### src/rtl/xlat_upd_pkg.sv
package xlat_upd_pkg;

  typedef enum logic [1:0] {
    CMD_PUT  = 2'd0,
    CMD_GET  = 2'd1,
    CMD_FILL = 2'd2,
    CMD_LIST = 2'd3
  } cmd_e;

  // Strobes from control to datapath
  typedef struct packed {
    logic load;
    logic write;
    logic advance;
    logic readLatch;
    logic fetchLatch;
    logic setOk;
    logic setErr;
  } strobe_t;

endpackage

### src/rtl/xlat_upd_dp.sv
module xlat_upd_dp
  import xlat_upd_pkg::*;
#(
  parameter int AW         = 32,
  parameter int CW         = 10,
  parameter int IW         = 4,
  parameter int TABLE_SIZE = 16,
  parameter int PAGE_SHIFT = 12,
  parameter logic [AW-1:0] BUS_OFFSET = 32'h0001_0000,
  parameter int LIST_MAX   = 512
) (
  input  logic          clk,
  input  logic          rstN,
  input  strobe_t       st,
  input  logic [1:0]    cmdCode,
  input  logic [AW-1:0] cmdAddr,
  input  logic [63:0]   cmdValue,
  input  logic [CW-1:0] cmdCount,
  input  logic [63:0]   memRdata,
  input  logic [63:0]   tblRdData,
  output cmd_e          codeReg,
  output logic          preBad,
  output logic          stepsDone,
  output logic          idxBad,
  output logic          doneErr,
  output logic [63:0]   getData,
  output logic          tblWrEn,
  output logic [IW-1:0] tblIdx,
  output logic [63:0]   tblWrData,
  output logic [AW-1:0] memAddr,
  output logic          notifyValid,
  output logic [AW-1:0] notifyIova,
  output logic [63:0]   notifyXlat,
  output logic [63:0]   notifyMask,
  output logic [1:0]    notifyPerm
);

  localparam logic [AW-1:0] PAGE_STEP = AW'(1) << PAGE_SHIFT;
  localparam logic [AW-1:0] OFS_MASK  = PAGE_STEP - AW'(1);
  localparam logic [63:0]   OFS_MASK64 = (64'd1 << PAGE_SHIFT) - 64'd1;

  logic [AW-1:0] curAddr;
  logic [63:0]   valueReg;
  logic [63:0]   fetchReg;
  logic [CW-1:0] countReg;
  logic [CW-1:0] stepCnt;
  logic          errReg;
  logic [63:0]   getReg;

  logic [AW-1:0] idxFull;
  logic [AW-1:0] listBase;
  logic [63:0]   wrData;

  always_ff @(posedge clk) begin
    if (!rstN) begin
      curAddr  <= '0;
      valueReg <= '0;
      fetchReg <= '0;
      countReg <= '0;
      stepCnt  <= '0;
      codeReg  <= CMD_PUT;
      errReg   <= 1'b0;
      getReg   <= '0;
    end else begin
      if (st.load) begin
        curAddr  <= cmdAddr & ~OFS_MASK;
        valueReg <= cmdValue;
        countReg <= cmdCount;
        codeReg  <= cmd_e'(cmdCode);
        stepCnt  <= '0;
        errReg   <= 1'b1;   // status preset to error
      end
      if (st.advance) begin
        curAddr <= curAddr + PAGE_STEP;
        stepCnt <= stepCnt + CW'(1);
      end
      if (st.fetchLatch) fetchReg <= memRdata;
      if (st.readLatch)  getReg   <= tblRdData;
      if (st.setOk)      errReg   <= 1'b0;
      if (st.setErr)     errReg   <= 1'b1;
    end
  end

  always_comb begin
    idxFull  = (curAddr - BUS_OFFSET) >> PAGE_SHIFT;
    idxBad   = idxFull >= AW'(TABLE_SIZE);
    listBase = valueReg[AW-1:0] & ~AW'(3);
    wrData   = (codeReg == CMD_LIST) ? fetchReg : valueReg;
    unique case (codeReg)
      CMD_FILL: preBad = 32'(countReg) > 32'(TABLE_SIZE);
      CMD_LIST: preBad = (32'(countReg) > 32'(LIST_MAX)) || (valueReg[11:0] != 12'd0);
      default:  preBad = 1'b0;
    endcase
    if (codeReg == CMD_PUT || codeReg == CMD_GET) stepsDone = stepCnt != '0;
    else                                          stepsDone = stepCnt == countReg;
  end

  assign memAddr     = listBase + (AW'(stepCnt) << 3);
  assign tblWrEn     = st.write;
  assign tblIdx      = idxFull[IW-1:0];
  assign tblWrData   = wrData;
  assign doneErr     = errReg;
  assign getData     = getReg;
  assign notifyValid = st.write;
  assign notifyIova  = curAddr;
  assign notifyXlat  = wrData & ~OFS_MASK64;
  assign notifyMask  = OFS_MASK64;
  assign notifyPerm  = wrData[1:0];

  AST_WRITE_IN_RANGE: assert property (@(posedge clk) disable iff (!rstN)
    tblWrEn |-> (idxFull < AW'(TABLE_SIZE))) else $error("write out of range");
  AST_NOTIFY_ALIGNED: assert property (@(posedge clk) disable iff (!rstN)
    notifyValid |-> ((notifyIova & OFS_MASK) == '0)) else $error("unaligned iova");
  AST_FILL_BOUND: assert property (@(posedge clk) disable iff (!rstN)
    (tblWrEn && codeReg == CMD_FILL) |-> (32'(countReg) <= 32'(TABLE_SIZE))) else $error("fill over size");
  AST_LIST_BOUND: assert property (@(posedge clk) disable iff (!rstN)
    st.fetchLatch |-> (stepCnt < countReg && 32'(countReg) <= 32'(LIST_MAX) && valueReg[11:0] == 12'd0))
    else $error("bad list fetch");

endmodule

### src/rtl/xlat_upd_ctl.sv
module xlat_upd_ctl
  import xlat_upd_pkg::*;
(
  input  logic    clk,
  input  logic    rstN,
  input  logic    cmdValid,
  input  cmd_e    codeReg,
  input  logic    preBad,
  input  logic    stepsDone,
  input  logic    idxBad,
  input  logic    memRsp,
  output strobe_t st,
  output logic    busy,
  output logic    doneValid,
  output logic    memReq
);

  typedef enum logic [2:0] {S_IDLE, S_CHECK, S_FETCH, S_WRITE, S_DONE} state_e;
  state_e state, stateNxt;

  always_ff @(posedge clk) begin
    if (!rstN) state <= S_IDLE;
    else       state <= stateNxt;
  end

  always_comb begin
    st        = '0;
    stateNxt  = state;
    memReq    = 1'b0;
    doneValid = 1'b0;
    unique case (state)
      S_IDLE: if (cmdValid) begin
        st.load  = 1'b1;
        stateNxt = S_CHECK;
      end
      S_CHECK: begin
        if (preBad || stepsDone) begin
          stateNxt = S_DONE;
        end else if (idxBad) begin
          st.setErr = 1'b1;
          stateNxt  = S_DONE;
        end else begin
          unique case (codeReg)
            CMD_GET: begin
              st.readLatch = 1'b1;
              st.setOk     = 1'b1;
              stateNxt     = S_DONE;
            end
            CMD_LIST: stateNxt = S_FETCH;
            default: begin
              st.write   = 1'b1;
              st.setOk   = 1'b1;
              st.advance = 1'b1;
            end
          endcase
        end
      end
      S_FETCH: begin
        memReq = 1'b1;
        if (memRsp) begin
          st.fetchLatch = 1'b1;
          stateNxt      = S_WRITE;
        end
      end
      S_WRITE: begin
        st.write   = 1'b1;
        st.setOk   = 1'b1;
        st.advance = 1'b1;
        stateNxt   = S_CHECK;
      end
      S_DONE: begin
        doneValid = 1'b1;
        stateNxt  = S_IDLE;
      end
      default: stateNxt = S_IDLE;
    endcase
  end

  assign busy = state != S_IDLE;

  AST_DONE_PULSE: assert property (@(posedge clk) disable iff (!rstN)
    doneValid |=> !doneValid) else $error("done held");
  AST_NO_LOAD_BUSY: assert property (@(posedge clk) disable iff (!rstN)
    busy |-> !st.load) else $error("load while busy");
  AST_REQ_HOLD: assert property (@(posedge clk) disable iff (!rstN)
    (memReq && !memRsp) |=> memReq) else $error("request dropped");

endmodule

### src/rtl/xlat_update_engine.sv
module xlat_update_engine
  import xlat_upd_pkg::*;
#(
  parameter int AW         = 32,
  parameter int CW         = 10,
  parameter int TABLE_SIZE = 16,
  parameter int PAGE_SHIFT = 12,
  parameter logic [AW-1:0] BUS_OFFSET = 32'h0001_0000,
  parameter int LIST_MAX   = 512,
  localparam int IW        = (TABLE_SIZE > 1) ? $clog2(TABLE_SIZE) : 1
) (
  input  logic          clk,
  input  logic          rstN,
  input  logic          cmdValid,
  input  logic [1:0]    cmdCode,
  input  logic [AW-1:0] cmdAddr,
  input  logic [63:0]   cmdValue,
  input  logic [CW-1:0] cmdCount,
  output logic          busy,
  output logic          doneValid,
  output logic          doneErr,
  output logic [63:0]   getData,
  output logic          tblWrEn,
  output logic [IW-1:0] tblIdx,
  output logic [63:0]   tblWrData,
  input  logic [63:0]   tblRdData,
  output logic          memReq,
  output logic [AW-1:0] memAddr,
  input  logic          memRsp,
  input  logic [63:0]   memRdata,
  output logic          notifyValid,
  output logic [AW-1:0] notifyIova,
  output logic [63:0]   notifyXlat,
  output logic [63:0]   notifyMask,
  output logic [1:0]    notifyPerm
);

  strobe_t st;
  cmd_e    codeReg;
  logic    preBad, stepsDone, idxBad;

  xlat_upd_ctl i_ctl (
    .clk(clk), .rstN(rstN), .cmdValid(cmdValid), .codeReg(codeReg),
    .preBad(preBad), .stepsDone(stepsDone), .idxBad(idxBad), .memRsp(memRsp),
    .st(st), .busy(busy), .doneValid(doneValid), .memReq(memReq)
  );

  xlat_upd_dp #(
    .AW(AW), .CW(CW), .IW(IW), .TABLE_SIZE(TABLE_SIZE),
    .PAGE_SHIFT(PAGE_SHIFT), .BUS_OFFSET(BUS_OFFSET), .LIST_MAX(LIST_MAX)
  ) i_dp (
    .clk(clk), .rstN(rstN), .st(st), .cmdCode(cmdCode), .cmdAddr(cmdAddr),
    .cmdValue(cmdValue), .cmdCount(cmdCount), .memRdata(memRdata),
    .tblRdData(tblRdData), .codeReg(codeReg), .preBad(preBad),
    .stepsDone(stepsDone), .idxBad(idxBad), .doneErr(doneErr),
    .getData(getData), .tblWrEn(tblWrEn), .tblIdx(tblIdx),
    .tblWrData(tblWrData), .memAddr(memAddr), .notifyValid(notifyValid),
    .notifyIova(notifyIova), .notifyXlat(notifyXlat),
    .notifyMask(notifyMask), .notifyPerm(notifyPerm)
  );

endmodule

### config.mk
export PLATFORM = sky130hd
export DESIGN_NAME = xlat_update_engine
export DESIGN_NICKNAME = d
export VERILOG_FILES = /design/src/rtl/xlat_upd_pkg.sv /design/src/rtl/xlat_upd_dp.sv /design/src/rtl/xlat_upd_ctl.sv /design/src/rtl/xlat_update_engine.sv
export SDC_FILE = /design/constraint.sdc
export NUM_CORES = 1
export LEC_CHECK = 0
export ABC_AREA = 1
export BUFFER_PORTS_ARGS = -buffer_cell sky130_fd_sc_hd__buf_2
export CAP_MARGIN = 20
export CORE_AREA = 10 10 215 217
export CTS_CLUSTER_SIZE = 24
export DETAILED_ROUTE_END_ITERATION = 8
export DIE_AREA = 0 0 225 227
export SKIP_CTS_REPAIR_TIMING = 1
export SLEW_MARGIN = 25
export SYNTH_ARGS = -nofsm -noshare
export SYNTH_HDL_FRONTEND = slang
export SYNTH_SLANG_ARGS = --single-unit
### constraint.sdc
create_clock -name clk -period 6.8 [get_ports clk]
set_clock_uncertainty 0.05 [all_clocks]
set_input_delay 0 -clock clk [delete_from_list [all_inputs] [get_ports clk]]
set_output_delay 0 -clock clk [all_outputs]
set_load 0.03 [all_outputs]
[Word-level counts from Yosys, hierarchy flattened]
Cells that the tools add are included.
Operators by class
  $lt $le $gt $ge: 3
  reduce and logical (&&, ||, !) cells: 12
  add/sub/neg operators: 4
  eq/ne operators: 11
  multiplexer cells: 34
Operator list (number)
  2-to-1 mux 32 bit: 2
  2-to-1 mux 64 bit: 1
  adder 32 x 13 -> 32 bit: 1
  adder 32 x 13 -> 32 bit (second input constant): 1
  subtractor 32 x 17 -> 32 bit (second input constant): 1
  greater-or-equal comparator 20 x 5 -> 1 bit (second input constant): 1
  2-to-1 mux 10 bit: 2
  2-to-1 mux 3 bit: 6
  2-to-1 mux 1 bit: 16
  case mux 3 bit (4 select lines): 1
  nonzero test 12 bit: 1
  adder 10 x 1 -> 10 bit (second input constant): 1
  == test 10 bit: 1
  > comparator 10 bit (second input constant): 1
  > comparator 10 x 5 -> 1 bit (second input constant): 1
  nonzero test 10 bit: 1
  == test 3 x 2 -> 1 bit (second input constant): 2
  case mux 3 bit (2 select lines): 1
  nonzero test 3 bit: 2
  inequality test 5 x 3 -> 1 bit (second input constant): 1
  == test 2 bit (second input constant): 2
  2-to-1 mux 2 bit: 2
  inequality test 2 bit (second input constant): 2
  case mux 1 bit (2 select lines): 2
  10 further kinds: 12
Word-level totals
  register bits: 250
  output and inout port bits: 332
  input port bits: 240
  word-level logic and storage cells: 73

[Longest topological paths before layout]
Gate-level depths: netlist (run 1).
  depth in word-level cells: 8
  mapped depth: 14

[Cells and area by module]
From an unflattened synthesis (run 1), not the netlist that was laid out.
Second synthesis, totals
  cells, all modules: 1745
  area total of the unflattened synthesis: 12429.4 µm²
By module, submodules not included
  xlat_upd_dp: times used 1, area an instance 12166.7 µm², cells each 1698
  xlat_upd_ctl: times used 1, area an instance 262.8 µm², cells each 47

[Worst setup path after synthesis (run 1)]
OpenSTA, ideal clock, no wires.
  path kind: register -> output
  start point: reg i_dp.stepCnt[0]
  end point: out memAddr[31]
  arrival: 2.459 ns
  stages on the path, launching flop included: 13
  slack: 4.291 ns
  required time: 6.750 ns
  path through: dfxtp_1 > ha_1 > inv_1 > fa_1 > inv_1 > nand3_1 > nor2_1 > nor2_1 > o21ai_0 > a21oi_1 > inv_1 > nand3_1 > xor2_1
Between the ends
  cells in the longest elaborated chain, start to end: 1
Ends and longest elaborated chain
  start: declaration: RTL line xlat_upd_dp.sv:46  | logic [CW-1:0] stepCnt;
  start signal: assignment: RTL line xlat_upd_dp.sv:75  | stepCnt <= stepCnt + CW'(1);
  adder 32 x 13 -> 32 bit: RTL line xlat_upd_dp.sv:98  | assign memAddr = listBase + (AW'(stepCnt) << 3);
  end: declaration: RTL line xlat_update_engine.sv:28  | output logic [AW-1:0] memAddr,
Every way passes these cells.

[Worst setup path in the final report (run 1)]
Same ends and word-level chain as after synthesis.

==> results.md, run 1 <==
- Routability Congestion: roughly 0.8
- Max-capacitance violation count: 0
- Share of layout cells above drive strength 1: about a quarter
- Synthesized instance count: approximately 1800
- Peak supply drop: approximately 0.00022 V
- Status: complete, no violations
- TritonCTS clock tree: yes
- Final WS setup: 3171 ps
- Row cnt: 75
- Rel. slew slack: about a third
- Max Fclk: roughly 280 MHz
- Leakage: 0.008590 µW
- Initial Util: a little under a third
- DRT iter0 DRCs: about 900
- Mean post-synth cell area: just over 7 µm²
- Dpl cells: ~2700
- Post-DR wirelength/cell: 16.77 µm
- Async SR Flop Fraction: 0%
- CP required: between 6000 and 7000 ps
- Switching portion of total power: 33.24%
- Fin. Hold Viols: 0
- Hold Path Class: input pin to flop
- Pint: 2673 µW
- Skew-Pair Late Insertion Delay: ~560 ps
- CTS max path bufs: 3
- Combinational fraction of design power: between 20% and 30%
- Max Fanout on Critical Path: 6
- Seq/Total Area, Yosys: between 30% and 40%
- Yosys top cell area share: a little under two fifths
- RSZ-0062 raised after global routing: no
- TritonRoute pass-1 iters: 5
- Share of the clock period used by the worst path: 53.36%
- Post-synth EDFFs: 0
- Global-route wire length before repair: ~70000 µm
- Setup WS pre-CTS: between 3000 and 4000 ps
- Synth unique cells: 42
- Yosys warnings: 0
- Seq pwr share: approximately 38%
- Most common cell in the netlist: nor2_1
- Die Ht: about 230 µm
- CTS HTree Levels: 1
- Dpl hpwl: ~34000 µm
- Setup crit end kind: output pin
- CTS Root Cell: clkbuf_16
- Synth Cell Area: 12770 µm²
- Via count: roughly 14000
- Routed wire length: about 50000 µm
- WS Path Type: flop to output pin
- Syn-to-layout area delta: 42.32%
- Main area contributors after synthesis: dfxtp_1 37%, buf_4 9.3%, o21ai_0 8.5%
- Ys flop type: dfxtp_1
- Die area: 51080 µm²
- Crit start category: flop
- Number of global-route vias before repair: around 12000
- Endpoints failing setup: 0
- IO buf count: approximately 470
- Nets@finish: ~2700
- Drt via density: between 4 and 5
- CTS buffer count: 28
- Antenna Nets Post-Route: 0
- Clock power frac: a little under two fifths
- Post-Layout Cell Count: 2973
- Pin count of the biggest net entering global routing: around 110
- PD cells: approximately 220 nW/µm²
- Tightest Pin Transition: about 1000 ps
- Antenna violations before repair: 4
- Fillers: approximately 4100
- Clock sink count: ~240
- Chip Width: ~230 µm
- Remaining global-route overflow: 0
- I/O Pins: between 500 and 600
- Post-synthesis register bit count: between 200 and 250
- Clock-pin slew on the worst setup and hold paths: about 60 ps
- All-Layer GR Usage: around 17%
- Core ar.: around 42000 µm²
- P_sw: approximately 1300 µW
- Min Tclk post-route: between 3000 and 4000 ps
- Critical path data arrival time: around 3600 ps
- Setup TNS: 0 ps
- Max Slew Vio Count: 0
- Synth cell count leaders: 253 x nor2_1, 238 x dfxtp_1, 236 x nand2_1
- Post-synth top area cell: dfxtp_1
- DR DRC count: 0
## logic make-up after synthesis
family,after synthesis,share of synthesized area [%]
AOI/OAI and AO/OA,416,16.57
adders and majority gates,15,1.528
and+or+nand+nor,698,24.72
other,2,0.05879
DFF,238,37.30
buffers and inverters,396,16.80
xor gates and xnor gates,44,3.017
## worst max-delay path: stages (launching register included)
cell and delay [ps]:
dfxtp_1 470, ha_1 230, inv_1 60, fa_1 420, inv_1 100, nand3_1 60, nor2_1 220, nor2_1 120
o21ai_0 340, a21oi_1 260, inv_1 170, nand3_1 150, xor2_1 180, buf_2 230
## registers in the layout (all words and copies together) (netlist names)
name             cells
i_dp.stepCnt        10
i_dp.fetchReg       64
i_dp.valueReg       64
i_dp.notifyIova     20
i_dp.countReg       10
i_dp.getData        64
i_ctl.state          3
i_dp.doneErr         1
i_dp.codeReg         2
## cell usage in the layout (no fill, tap or decap), types with 3 or more instances in the layout
cell,instances
o21bai_1,3
nand4_1,39
xor2_1,36
nor2_2,3
nor4_1,8
clkbuf_16,29
inv_1,127
diode_2,4
conb_1,90
buf_4,10
clkbuf_8,8
nor3_1,57
inv_2,6
dfxtp_1,238
a21oi_1,185
o21ai_1,3
dlygate4sd3_1,264
clkbuf_1,5
nand3b_1,6
clkinvlp_4,4
buf_2,468
ha_1,14
o21ai_0,216
nor2_1,252
nor3_2,30
nand3_1,54
nand2_1,236
xnor2_1,8
clkinv_2,4
## area by class of cell
class                   count  area [µm²]  share of cell area (%)
multi-input cells        1263        6212                   34.17
clock inverters             9       83.83                  0.4611
diodes                      4       10.01                 0.05506
repair buffers            742        5060                   27.83
flip-flops and latches    238        4765                   26.21
clock buffers              42       854.6                   4.701
well taps                 539       674.4                   3.710
inverters                 136       519.2                   2.856
## power by group through the flow
| stage | registers (µW) | logic, µW | clock network (µW) |
|---|---|---|---|
| floorplan | 1540 | 646 | 0 |
| global placement | 1530 | 831 | 0 |
| detailed placement | 1540 | 838 | 0 |
| CTS | 1500 | 843 | 1580 |
| global route | 1510 | 1040 | 1630 |
| finish | 1510 | 966 | 1530 |
## metrics by stage
stage	hold WS, ps	total power (µW)	util, %	cell area, µm²
2_1_floorplan	84.90	2184	-	13100
3_3_place_gp	173.6	2365	34.92	14580
3_5_place_dp	176.0	2373	34.93	14590
4_1_cts	-426.0	3923	37.18	15530
5_1_grt	147.5	4178	43.53	18180
6_report	145.2	4003	43.53	18180
## worst paths after layout
check                           end  slack (ps)  depth (start not counted)               from
setup / recovery        memAddr[31]        3170                         13    i_dp.stepCnt[0]
hold / removal    i_dp.fetchReg[58]         150                          4       memRdata[58]
hold reg to reg   i_dp.valueReg[53]         400                          2  i_dp.valueReg[53]
setup reg to reg   i_dp.getData[53]        3430                         12    i_dp.stepCnt[1]
## per-layer routing
metal / global-route usage (%) / vias to the layer above / share of wire [%]
met5: 0 / - / 0
met3: 5.405 / 79 / 8.6
li1: - / 6896 / -
met4: 3.948 / 0 / 2.1
met2: 28.82 / 543 / 49
met1: 19.56 / 6518 / 40
Power figures use the tool's default switching activity.
==> run 2, diff against run 1 <==
Settings changed: ABC_AREA 1 to 0, CORE_AREA 10 10 215 217 to 10 10 213 215, DIE_AREA 0 0 225 227 to 0 0 223 225.
Clock period 6.8 ns to 3 ns, I/O delays scaled along.
==> run 2 against run 1 <==
Effect of this change:
- the flow now finishes with violations (setup timing)
- register-to-register slack got worse by 3300 ps
- final cell count down 8.3%
- clock-buffer cell count is 4 lower
- final area decreased by 1.5%
- global-route usage is 0.86 points higher
- routed wire length grew 3.0%
- critical path depth down 1
- hold slack got worse by 100 ps
- clock power grew 140%
- sequential power is 120% higher
- sequential cell count unchanged
- critical path type unchanged
- largest power group unchanged
- highest routed layer unchanged
==> results.md, run 2 <==
- Seq/Total Area, Yosys: between 30% and 40%
- Mean post-synth cell area: around 7.7 µm²
- Async SR Flop Fraction: 0%
- Min Tclk post-route: roughly 3000 ps
- Dpl hpwl: ~35000 µm
- Post-DR wirelength/cell: around 19 µm
- Pin count of the biggest net entering global routing: 69
- Max Fclk: ~330 MHz
- Post-synthesis register bit count: ~240
- I/O Pins: 572
- Status: finished with violations
- Most common cell in the netlist: nand2_1
- CP required: a little under 3000 ps
- Rel. slew slack: a little over half
- PD cells: around 480 nW/µm²
- IO buf count: between 400 and 500
- Tightest Pin Transition: roughly 700 ps
- Fin. Hold Viols: 0
- Chip Width: about 220 µm
- Crit path launch: i_dp.valueReg[3]
- Number of global-route vias before repair: ~12000
- Violated checks: setup timing
- Synthesized instance count: about 1500
- Post-synth top area cell: dfxtp_1
- Yosys warnings: 0
- Most common cell after layout, fill and taps aside: nand2_1
- Max Fanout on Critical Path: 6
- Post-Layout Cell Count: about 2700
- Post-synth EDFFs: 0
- Routed wire length: 51360 µm
- Die Ht: about 230 µm
- Via count: 13100
- Fillers: 3941
- FF-to-FF Start: i_dp.valueReg[7]
- Remaining global-route overflow: 0
- DRT iter0 DRCs: ~750
- Die area: around 50000 µm²
- Clock sink count: 238
- Initial Util: just under 30%
- Drt via density: roughly 4.8
- Leakage: between 0.007 and 0.008 µW
- Syn-to-layout area delta: 50.18%
- TritonRoute pass-1 iters: 7
- Routability Congestion: around 0.85
- Synth Cell Area: 11920 µm²
- Commonest cells after routing, fill and taps aside: 457 x nand2_1, 455 x buf_2, 236 x a21oi_1
- Max-capacitance violation count: 0
- CTS Root Cell: clkbuf_16
- DR DRC count: 0
- Yosys top cell area share: about two fifths
- Core ar.: slightly above 40000 µm²
- Hold Startpoint: cmdValid
- Synth unique cells: 52
- Synth cell count leaders: 460 x nand2_1, 238 x a21oi_1, 238 x dfxtp_1
- Critical path data arrival time: ~3000 ps
- RSZ-0062 raised after global routing: yes
- Main area contributors after synthesis: dfxtp_1 40%, nand2_1 14%, a21oi_1 10%
- Ys flop type: dfxtp_1
- Nets@finish: around 2400
- Final WS setup: -50.67 ps
- Hold Path Class: input pin to flop
- Share of the clock period used by the worst path: 101.7%
- Max Slew Vio Count: 0
- Setup TNS: -50.67 ps
- Global-route wire length before repair: about 70000 µm
- Peak supply drop: between 0.0004 and 0.0005 V
- CTS buffer count: 29
- Skew-Pair Late Insertion Delay: 570 ps
- Antenna Nets Post-Route: 0
- Dpl cells: ~2400
- Row cnt: between 70 and 80
- Antenna violations before repair: 4
- Post-layout util: approximately 43%
- CTS max path bufs: 3
- TritonCTS clock tree: yes
- Share of layout cells above drive strength 1: roughly a third
- All-Layer GR Usage: between 15 and 20%
- Clock-pin slew on the worst setup and hold paths: ~60 ps
- CTS HTree Levels: 1
- WS Path Type: flop to output pin
- Endpoints failing setup: 1
- Crit start category: flop
- Setup crit end kind: output pin
## run 2: logic make-up after synthesis
family / count (synthesis) / share of synthesized area (%)
AO/OA/AOI/OAI: 318 / 14.85
XOR/XNOR: 38 / 2.792
adder cells (fa/ha/maj): 15 / 1.638
buffers and inverters: 263 / 13.24
flip-flops: 238 / 39.97
multiplexers: 64 / 6.047
other: 2 / 0.06301
AND/OR/NAND/NOR: 603 / 21.39
## run 2: power by group
part           leakage, µW  internal, µW  switching [µW]  total [µW]
Clock             0.000475          2230            1430        3660
Sequential         0.00194          3250             103        3350
Combinational      0.00551           612            1010        1620
## run 2: routing by layer
metal,vias to the layer above,global-route usage (%),part of all wire [%]
met1,6214,20.32,39
li1,6175,-,-
met3,101,5.927,8.8
met4,0,4.861,2.9
met5,-,0,0
met2,612,30.01,49
## run 2: cell type report
cell class | count | area (µm²) | area share (%)
well taps | 539 | 674.4 | 3.768
repair buffers | 750 | 5186 | 28.97
diodes | 5 | 12.51 | 0.06990
clock inverters | 11 | 171.4 | 0.9576
flip-flops and latches | 238 | 4780 | 26.70
multi-input cells | 1128 | 6191 | 34.59
inverters | 18 | 75.07 | 0.4194
clock buffers | 38 | 809.5 | 4.523
## run 2: critical path, stage by stage, from the launching register on
cell	delay, ps
dfxtp_4	370
ha_4	140
inv_2	40
fa_2	370
nor2b_2	140
o21ai_2	80
a21oi_2	170
o21ai_2	100
a21o_4	280
buf_8	150
o21ai_2	110
xor2_1	260
buf_4	220
## run 2: stage by stage
step	worst slack, ps	hold WS (ps)	total power (µW)	cell area, µm²
CTS	-441.8	-416.6	8419	15170
floorplan	150.1	85.96	4399	12250
detailed placement	41.48	195.8	4749	14190
global route	-155.0	115.8	8951	17900
global placement	95.45	193.6	4740	14190
finish	-50.67	40.43	8627	17900
## run 2: worst paths after layout
path              depth (start not counted)  slack, ps             endpoint
setup / recovery                         12        -50          memAddr[15]
hold / removal                            7         40         i_dp.doneErr
setup reg to reg                         10         90  i_dp.notifyIova[14]
hold reg to reg                           2        400      i_dp.getData[1]
